## config.mk

```make
export PLATFORM = sky130hd
export DESIGN_NAME = cfg_window_port
export DESIGN_NICKNAME = d
export VERILOG_FILES = /design/src/rtl/cfgp_pkg.sv /design/src/rtl/cfgp_lanes.sv /design/src/rtl/cfgp_timer.sv /design/src/rtl/cfg_window_port.sv
export SDC_FILE = /design/constraint.sdc
export NUM_CORES = 1
export LEC_CHECK = 0
export BUFFER_PORTS_ARGS = -buffer_cell sky130_fd_sc_hd__clkbuf_2
export CORE_MARGIN = 2
export CORE_UTILIZATION = 30
export DETAILED_ROUTE_END_ITERATION = 12
export PLACE_DENSITY = 0.53
export SETUP_SLACK_MARGIN = 0.05
export SKIP_LAST_GASP = 1
export SLEW_MARGIN = 10
export SYNTH_ARGS = -nofsm -noshare
export SYNTH_HDL_FRONTEND = slang
export SYNTH_HIERARCHICAL = 1
export SYNTH_SLANG_ARGS = --single-unit
```

## constraint.sdc

```tcl
create_clock -name clk -period 2.02 [get_ports clk]
set_input_delay 0.404 -clock clk [delete_from_list [all_inputs] [get_ports clk]]
set_output_delay 0.404 -clock clk [all_outputs]
set_load 0.01 [all_outputs]
```

## src/rtl/cfgp_pkg.sv

```systemverilog
package cfgp_pkg;

    typedef enum logic [1:0] {
        ST_IDLE = 2'd0,
        ST_WAIT = 2'd1,
        ST_RESP = 2'd2
    } cfgp_state_e;

    typedef struct packed {
        logic       en;
        logic [6:0] spare;
        logic [7:0] bus;
        logic [4:0] dev;
        logic [2:0] fn;
        logic [5:0] regn;
        logic [1:0] low;
    } cfg_sel_t;

    // Legal size in bytes with an offset aligned to that size.
    function automatic logic size_ok(input logic [2:0] sz, input logic [1:0] off);
        return (sz == 3'd1) ||
               (sz == 3'd2 && !off[0]) ||
               (sz == 3'd4 && off == 2'd0);
    endfunction

endpackage

```

## src/rtl/cfgp_lanes.sv

```systemverilog
module cfgp_lanes (
    input  logic [2:0]  size,
    input  logic [1:0]  off,
    input  logic [31:0] wdata_in,
    input  logic [31:0] rdword,
    output logic [3:0]  be,
    output logic [31:0] wdata_out,
    output logic [31:0] rdata_out
);
    logic [4:0]  shamt;
    logic [31:0] mask;

    always_comb begin
        shamt = {off, 3'b000};
        unique case (size)
            3'd4: begin
                be   = 4'b1111;
                mask = 32'hFFFF_FFFF;
            end
            3'd2: begin
                be   = 4'b0011 << off;
                mask = 32'h0000_FFFF;
            end
            default: begin
                be   = 4'b0001 << off;
                mask = 32'h0000_00FF;
            end
        endcase
        wdata_out = (wdata_in & mask) << shamt;
        rdata_out = (rdword >> shamt) & mask;
    end
endmodule

```

## src/rtl/cfgp_timer.sv

```systemverilog
module cfgp_timer #(
    parameter int TIMEOUT = 256
) (
    input  logic clk,
    input  logic rst_n,
    input  logic run,
    output logic expired
);
    localparam int CW = $clog2(TIMEOUT + 1);
    localparam logic [CW-1:0] LAST = CW'(TIMEOUT - 1);

    logic [CW-1:0] cnt_q;

    always_ff @(posedge clk) begin
        if (!rst_n || !run) cnt_q <= '0;
        else                cnt_q <= cnt_q + 1'b1;
    end

    assign expired = run && (cnt_q == LAST);
endmodule

```

## src/rtl/cfg_window_port.sv

```systemverilog
module cfg_window_port
    import cfgp_pkg::*;
#(
    parameter int                ADDR_W   = 8,
    parameter logic [ADDR_W-1:0] SEL_OFS  = 8'h28,
    parameter logic [ADDR_W-1:0] DATA_OFS = 8'h2C,
    parameter int                TIMEOUT  = 256
) (
    input  logic              clk,
    input  logic              rst_n,
    input  logic              hst_sel,
    input  logic              hst_wr,
    input  logic [ADDR_W-1:0] hst_addr,
    input  logic [2:0]        hst_size,
    input  logic [31:0]       hst_wdata,
    output logic [31:0]       hst_rdata,
    output logic              hst_ready,
    output logic              hst_err,
    output logic              cfg_err_sticky,
    output logic              cfg_req,
    output logic              cfg_we,
    output logic [7:0]        cfg_bus,
    output logic [4:0]        cfg_dev,
    output logic [2:0]        cfg_fn,
    output logic [5:0]        cfg_reg,
    output logic [3:0]        cfg_be,
    output logic [31:0]       cfg_wdata,
    input  logic              cfg_ack,
    input  logic              cfg_abort,
    input  logic [31:0]       cfg_rdata
);
    localparam logic [ADDR_W-3:0] SEL_WORD  = SEL_OFS[ADDR_W-1:2];
    localparam logic [ADDR_W-3:0] DATA_WORD = DATA_OFS[ADDR_W-1:2];
    localparam logic [31:0]       ALL_ONES  = 32'hFFFF_FFFF;

    cfgp_state_e state_q, state_d;
    cfg_sel_t    sel_q;
    logic        we_q;
    logic [2:0]  size_q;
    logic [1:0]  off_q;
    logic [31:0] wd_q;
    logic [31:0] rdata_q;
    logic        err_q;
    logic        sticky_q;

    logic        hit_sel, hit_data, acc_ok, launch;
    logic        expired;
    logic [31:0] rd_aligned;

    assign hit_sel  = hst_addr[ADDR_W-1:2] == SEL_WORD;
    assign hit_data = hst_addr[ADDR_W-1:2] == DATA_WORD;
    assign acc_ok   = size_ok(hst_size, hst_addr[1:0]);
    assign launch   = hit_data && acc_ok && sel_q.en;

    cfgp_lanes u_lanes (
        .size      (size_q),
        .off       (off_q),
        .wdata_in  (wd_q),
        .rdword    (cfg_rdata),
        .be        (cfg_be),
        .wdata_out (cfg_wdata),
        .rdata_out (rd_aligned)
    );

    cfgp_timer #(.TIMEOUT(TIMEOUT)) u_timer (
        .clk     (clk),
        .rst_n   (rst_n),
        .run     (state_q == ST_WAIT),
        .expired (expired)
    );

    // State register
    always_ff @(posedge clk) begin
        if (!rst_n) state_q <= ST_IDLE;
        else        state_q <= state_d;
    end

    // Transitions
    always_comb begin
        state_d = state_q;
        unique case (state_q)
            ST_IDLE: if (hst_sel) state_d = launch ? ST_WAIT : ST_RESP;
            ST_WAIT: if (cfg_ack || cfg_abort || expired) state_d = ST_RESP;
            ST_RESP: state_d = ST_IDLE;
            default: state_d = ST_IDLE;
        endcase
    end

    // Access capture and response data
    always_ff @(posedge clk) begin
        if (!rst_n) begin
            sel_q    <= '0;
            we_q     <= 1'b0;
            size_q   <= 3'd4;
            off_q    <= 2'd0;
            wd_q     <= '0;
            rdata_q  <= '0;
            err_q    <= 1'b0;
            sticky_q <= 1'b0;
        end else begin
            unique case (state_q)
                ST_IDLE: begin
                    if (hst_sel) begin
                        we_q   <= hst_wr;
                        size_q <= hst_size;
                        off_q  <= hst_addr[1:0];
                        wd_q   <= hst_wdata;
                        err_q  <= hit_data && !acc_ok;
                        if (hit_sel) begin
                            rdata_q <= sel_q;
                            if (hst_wr) sel_q <= {hst_wdata[31:2], 2'b00};
                        end else if (hit_data) begin
                            rdata_q <= ALL_ONES;
                        end else begin
                            rdata_q <= '0;
                        end
                    end
                end
                ST_WAIT: begin
                    if (cfg_abort || (!cfg_ack && expired)) begin
                        rdata_q  <= ALL_ONES;
                        err_q    <= 1'b1;
                        sticky_q <= 1'b1;
                    end else if (cfg_ack) begin
                        rdata_q <= rd_aligned;
                        err_q   <= 1'b0;
                    end
                end
                default: ;
            endcase
        end
    end

    // Outputs
    always_comb begin
        hst_ready      = (state_q == ST_RESP);
        hst_err        = hst_ready && err_q;
        hst_rdata      = rdata_q;
        cfg_err_sticky = sticky_q;
        cfg_req        = (state_q == ST_WAIT);
        cfg_we         = we_q;
        cfg_bus        = sel_q.bus;
        cfg_dev        = sel_q.dev;
        cfg_fn         = sel_q.fn;
        cfg_reg        = sel_q.regn;
    end
endmodule

```

Word-level counts from Yosys, hierarchy flattened
Index checks and enable logic that the tools add are counted.
W data, S select, Z words.
{ "word_totals": {"ff_bits": 113, "latch_bits": 0, "ram_bits": 0, "romBits": 0, "input_bits": 81, "output_inout_bits": 95, "n_memories": 0} }
{ "op_classes": {"addsub": 1, "mul": 0, "n_div": 0, "magnitude_cmp": 0, "eq_ne": 13, "shifts": 4, "mux": 16, "bitwise_logic": 2, "reduce_logical": 27} }
{ "ops": {"columns": ["op", "n"], "rows": [
  ["$mux W32", 5],
  ["$pmux W32 S2", 2],
  ["$and A32 B32 Y32", 2],
  ["$shl A32 B5 Y32", 1],
  ["$shr A32 B5 Y32", 1],
  ["$eq A6 B4 Y1 const B", 2],
  ["$add A9 B1 Y9 const B", 1],
  ["$eq A9 B8 Y1 const B", 1],
  ["$logic_and A1 B1 Y1", 8],
  ["$pmux W4 S2", 1],
  ["$eq A3 B2 Y1 const B", 2],
  ["$eq A3 B3 Y1 const B", 2],
  ["$logic_or A1 B1 Y1", 6],
  ["$mux W2", 3],
  ["$reduce_and A2 Y1", 3],
  ["$logic_not A1 Y1", 5],
  ["$logic_not A2 Y1", 2],
  ["$ne A2 B2 Y1 const B", 2],
  ["$pmux W2 S2", 1],
  ["$reduce_and A4 Y1", 1],
  ["$shl A1 B2 Y4 const A", 1],
  ["$shl A2 B2 Y4 const A", 1],
  ["$eq A3 B1 Y1 const B", 1],
  ["$mux W1", 3],
  ["6 further kinds", 6]
]} }

Depth between registers and ports, before layout
{ "logic_depth": {"depth_word": 9, "mapped_depth": 10} }

Hierarchy
Netlist, hierarchy kept.
{ "by_module_without_submodules": {"columns": ["module", "n_inst", "cells_each", "area_each_um2"], "rows": [
  ["cfg_window_port", 1, 501, 4230.3],
  ["cfgp_lanes", 1, 167, 1211.2],
  ["cfgp_timer", 1, 40, 356.6]
]} }

Worst setup path after synthesis
Ideal clock, no wire load.
{ "synth_path": {"path_kind": "flip-flop to flip-flop", "start": "register state_q[1]", "end": "register rdata_q[21], in the netlist hst_rdata[21]", "setup_ns": 0.136, "arrival_ns": 1.910, "required_time_ns": 1.884, "setup_slack_ns": -0.027, "path_stages_with_launch": 10, "n_path_buf": 2, "synth_period_minus_slack_ns": 2.047, "path_cell_list": "dfxtp_1 > nand2b_1 > inv_1 > buf_2 > and2_1 > nor4b_4 > nor3_4 > clkbuf_1 > o21ai_0 > a31oi_1"} }
{ "synth_via": {"elab_chain_len": 6, "word_cells_on_any_way": 11, "cone_classes": "eq/ne (3); mux (2); reduce/logical (6)"} }
{ "synth_lines": {"columns": ["element", "line", "source"], "rows": [
  ["from (decl)", "cfg_window_port.sv:36", "cfgp_state_e state_q, state_d;"],
  ["from (signal assigned)", "cfg_window_port.sv:75", "else state_q <= state_d;"],
  ["$eq A2 B1 Y1 *", null, null],
  ["named net cfg_req", "cfg_window_port.sv:20", "output logic cfg_req,"],
  ["$logic_and A1 B1 Y1 *", "cfgp_timer.sv:19", "assign expired = run && (cnt_q == LAST);"],
  ["named net expired", "cfg_window_port.sv:47", "logic expired;"],
  ["$logic_and A1 B1 Y1 *", "cfg_window_port.sv:120", "if (cfg_abort || (!cfg_ack && expired)) begin"],
  ["$logic_or A1 B1 Y1 *", "cfg_window_port.sv:120", null],
  ["$ne A3 B3 Y1 (no line) / $mux W32 (equally long branches)", null, null],
  ["$reduce_and A3 Y1 (no line) / $pmux W32 S2 (equally long branches)", null, null],
  ["to (signal assigned)", "cfg_window_port.sv:110", "rdata_q <= sel_q;"],
  ["to (signal assigned)", "cfg_window_port.sv:125", "rdata_q <= rd_aligned;"],
  ["to (decl)", "cfg_window_port.sv:42", "logic [31:0] rdata_q;"]
]} }
Mark *: on every way through the listed nets, which the timed path passes. The rest lies on a longest branch.
A chain may end at the register's enable or synchronous reset.

Worst setup path after layout
{ "layout_path": {"start": "register size_q[2]", "end": "output cfg_wdata[23]"} }
{ "layout_via": {"elab_chain_len": 4, "word_cells_on_any_way": 5, "cone_classes": "eq/ne (2); shift (1); mux (1); bitwise (1)"} }
{ "layout_lines": {"columns": ["element", "line", "source"], "rows": [
  ["from (decl)", "cfg_window_port.sv:39", "logic [2:0] size_q;"],
  ["from (signal assigned)", "cfg_window_port.sv:105", "size_q <= hst_size;"],
  ["$eq A3 B2 Y1 / $eq A3 B3 Y1 (equally long branches)", "cfgp_lanes.sv:15", "unique case (size)"],
  ["$pmux W32 S2 *", "cfgp_lanes.sv:15", null],
  ["$and A32 B32 Y32 *", "cfgp_lanes.sv:29", "wdata_out = (wdata_in & mask) << shamt;"],
  ["$shl A32 B5 Y32 *", "cfgp_lanes.sv:29", null],
  ["to (decl)", "cfg_window_port.sv:27", "output logic [31:0] cfg_wdata,"]
]} }
Every way passes the cells marked *; elsewhere a longest branch is shown, timed or not.

==> impl_results.md <==
- Initial DRC count: 349
- CP Class: reg -> out
- WL/cell: 19.0 microns
- Peak supply drop: 0.000530 V
- Worst-Skew Late Latency: 0.41 ns
- Worst setup margin: -0.255 ns
- Most frequent cells in the layout: clkbuf_2 (156), nand2_1 (110), dfxtp_1 (104)
- Design area: 8160 sq um
- Root Buffer: clkbuf_16
- Die Width: 143 microns
- Post-synth ARST share: 0%
- Worst Setup Start Kind: register
- Sequential-to-total area share from yosys stat: 39.0%
- Rows: 50
- Share of cells above drive strength 1: 39.3%
- Grt total ovfl: 0
- Final count of hold timing violations: 0
- Via count: 5846
- Post-Place Cell Area: 6870 sq um
- CP arrival: 1.87 ns
- Critical-path top delay cell: or3b_4
- Initial antenna violation count: 0
- DRT Pass-1 Iters: 5
- Starting Density: 30.8%
- Synth area leaders: dfxtp_1 (39%), mux2i_1 (7.9%), nand2_1 (7.1%)
- GRT Total Usage: 20.9%
- Data required, critical path: 1.62 ns
- Post-layout util: 43.3%
- Setup-failing EPs final: 21
- Syn_nets: 791
- Clock-pin slew on the worst setup and hold paths: 0.06 ns
- Crit-path max FO: 9
- #FFs+latches synth: 113
- Syn. warnings: 6
- Mean Syn Cell Area: 8.19 sq um
- Core Box Area: 18800 sq um
- Crit share post-route: 113%
- Worst Tran Pin Value: 0.830 ns
- Syn Std Cell Area: 5800 sq um
- Yosys cell types: 52
- Fin nets: 964
- Mapped Cells: 708
- Fmax: 0.440 GHz
- Worst Skew: 0.00529 ns
- Area delta synth->final: 40.7%
- Hold Worst Slack: 0.216 ns
- PwrDens: 837 nW/um^2
- DIE AREA: 20500 sq um
- Pin count of the biggest net entering global routing: 42
- Final critical-path required period: 2.27 ns
- Number of port buffers: 175
- Detail Route Antenna Nets: 0
- Ys flop type: dfxtp_1
- Hold WC Path Type: in -> reg
- CTS Buf Count: 17
- Yosys top cell area share: 39.0%
- Diode count: 0
- HPWL Detailed: 15.7 mm
- Number of global-route vias before repair: 5525
- Final wirelength: 21.9 mm
- RSZ-0062 raised after global routing: yes
- Max-Cap Viols: 0
- Worst Setup End Kind: primary output
- Gpl congestion: 0.856
- First-pass GRT wire length: 32.1 mm
- Vias per cell: 5.07
- Ports: 176
- Leak pwr: 3.53 nW
- CTS tree: done
- Status: finished, violations left
- Failing checks: setup timing
- Max clock buf depth: 2
- Post-synth EDFFs: 0
- Sink Count: 113
- CTS Hold Bufs: 0
- CP Cell Sequence: or3b_4, nor3_4, buf_12, a221o_1, clkbuf_2
- H-tree Lvls: 4
- Slowest stage delay, CP: 0.42 ns
- Biggest area consumer among synthesized cells: dfxtp_1
- Commonest non-fill, non-tap cell in the layout: clkbuf_2
- Max-slew headroom: 44.7%
- Number of remaining DRC errors: 0
- Die height: 143 microns
- Final Max Slew Viols: 0
==> logic make-up (layout without fill, tap and decap cells) <==
family	Yosys count	in the layout	synth area share (%)
adder cells (fa/ha/maj)	2	2	0.432
multiplexers	54	54	9.50
XOR/XNOR	4	4	0.604
buffers and inverters	81	265	8.05
AO/OA/AOI/OAI	200	200	21.2
AND/OR/NAND/NOR	254	256	21.2
flip-flops	113	113	39.0
==> metrics by stage <==
stage / instances / setup TNS, ns / total power, mW / worst slack, ns
after floorplan: 708 / 0 / 2.93 / 0.0617
after global routing: 1154 / -4.82 / 7.07 / -0.311
after detailed placement: 1101 / -15.01 / 3.30 / -0.489
final: 1154 / -3.32 / 6.83 / -0.255
after global placement: 1101 / -13.62 / 3.30 / -0.430
after CTS: 1146 / -5.02 / 6.75 / -0.290
==> final cells by class <==
class / count / area [sq um]
sequential: 113 / 2280
fill: 1931 / 10700
clock buffer: 23 / 488
tap: 260 / 325
clock inverter: 9 / 176
inverter: 5 / 18.8
multi-input combinational: 516 / 3410
timing repair buffer: 228 / 1460
==> worst max-delay path: cells and delay by family (launching register included) <==
family,cells,cell delay [ns]
AOI/OAI and AO/OA,1,0.18
buffers and inverters,2,0.30
DFF,1,0.40
and+or+nand+nor,2,0.58
==> synthesized netlist by cell type, types with 3 or more instances <==
| cell type | instances |
|---|---|
| dfxtp_1 | 113 |
| nand2_1 | 110 |
| nor2_1 | 64 |
| a21oi_1 | 56 |
| o21ai_0 | 53 |
| mux2i_1 | 46 |
| buf_4 | 32 |
| a31oi_1 | 30 |
| clkbuf_1 | 27 |
| and2_1 | 26 |
| nor2b_1 | 15 |
| a221o_1 | 14 |
| o21ai_1 | 14 |
| buf_2 | 12 |
| a211oi_1 | 9 |
| a22oi_1 | 8 |
| a32o_1 | 8 |
| mux2_2 | 8 |
| nand3_1 | 7 |
| nand2b_1 | 5 |
| inv_1 | 4 |
| or3_1 | 3 |
==> power by group <==
| group | switching (mW) | internal, mW | leakage, nW |
|---|---|---|---|
| logic | 0.579 | 0.463 | 2.28 |
| clock network | 1.06 | 2.32 | 0.323 |
| registers | 0.0946 | 2.32 | 0.927 |
==> per-layer routing <==
metal,routed length (microns),track usage [%],share of wire [%],up-vias
li1,-,-,-,2838
met2,10100,32.2,46,204
met1,9990,28.2,46,2777
met3,1350,5.20,6.2,27
met5,0,0,0,-
met4,441,7.92,2.0,0
==> what timing repair did <==
| action | in CTS | in global routing |
|---|---|---|
| setup buffers | 12 | 5 |
| endpoints found under the setup margin | 70 | 70 |
| pin swaps | 5 | 16 |
| resized for setup | 33 | 128 |
| cloned | 2 | 3 |
==> path summary, 6_finish.rpt <==
| check | start | end | slack, ns | depth (start not counted) |
|---|---|---|---|---|
| max | size_q[2] | cfg_wdata[23] | -0.25 | 5 |
| min | hst_wdata[1] | wd_q[1] | 0.22 | 3 |
| max reg2reg | u_timer/cnt_q[1] | hst_rdata[1] | 0.08 | 11 |
| min reg2reg | cfg_err_sticky | cfg_err_sticky | 0.45 | 2 |
No activity file was read; power rests on OpenSTA's default activity.
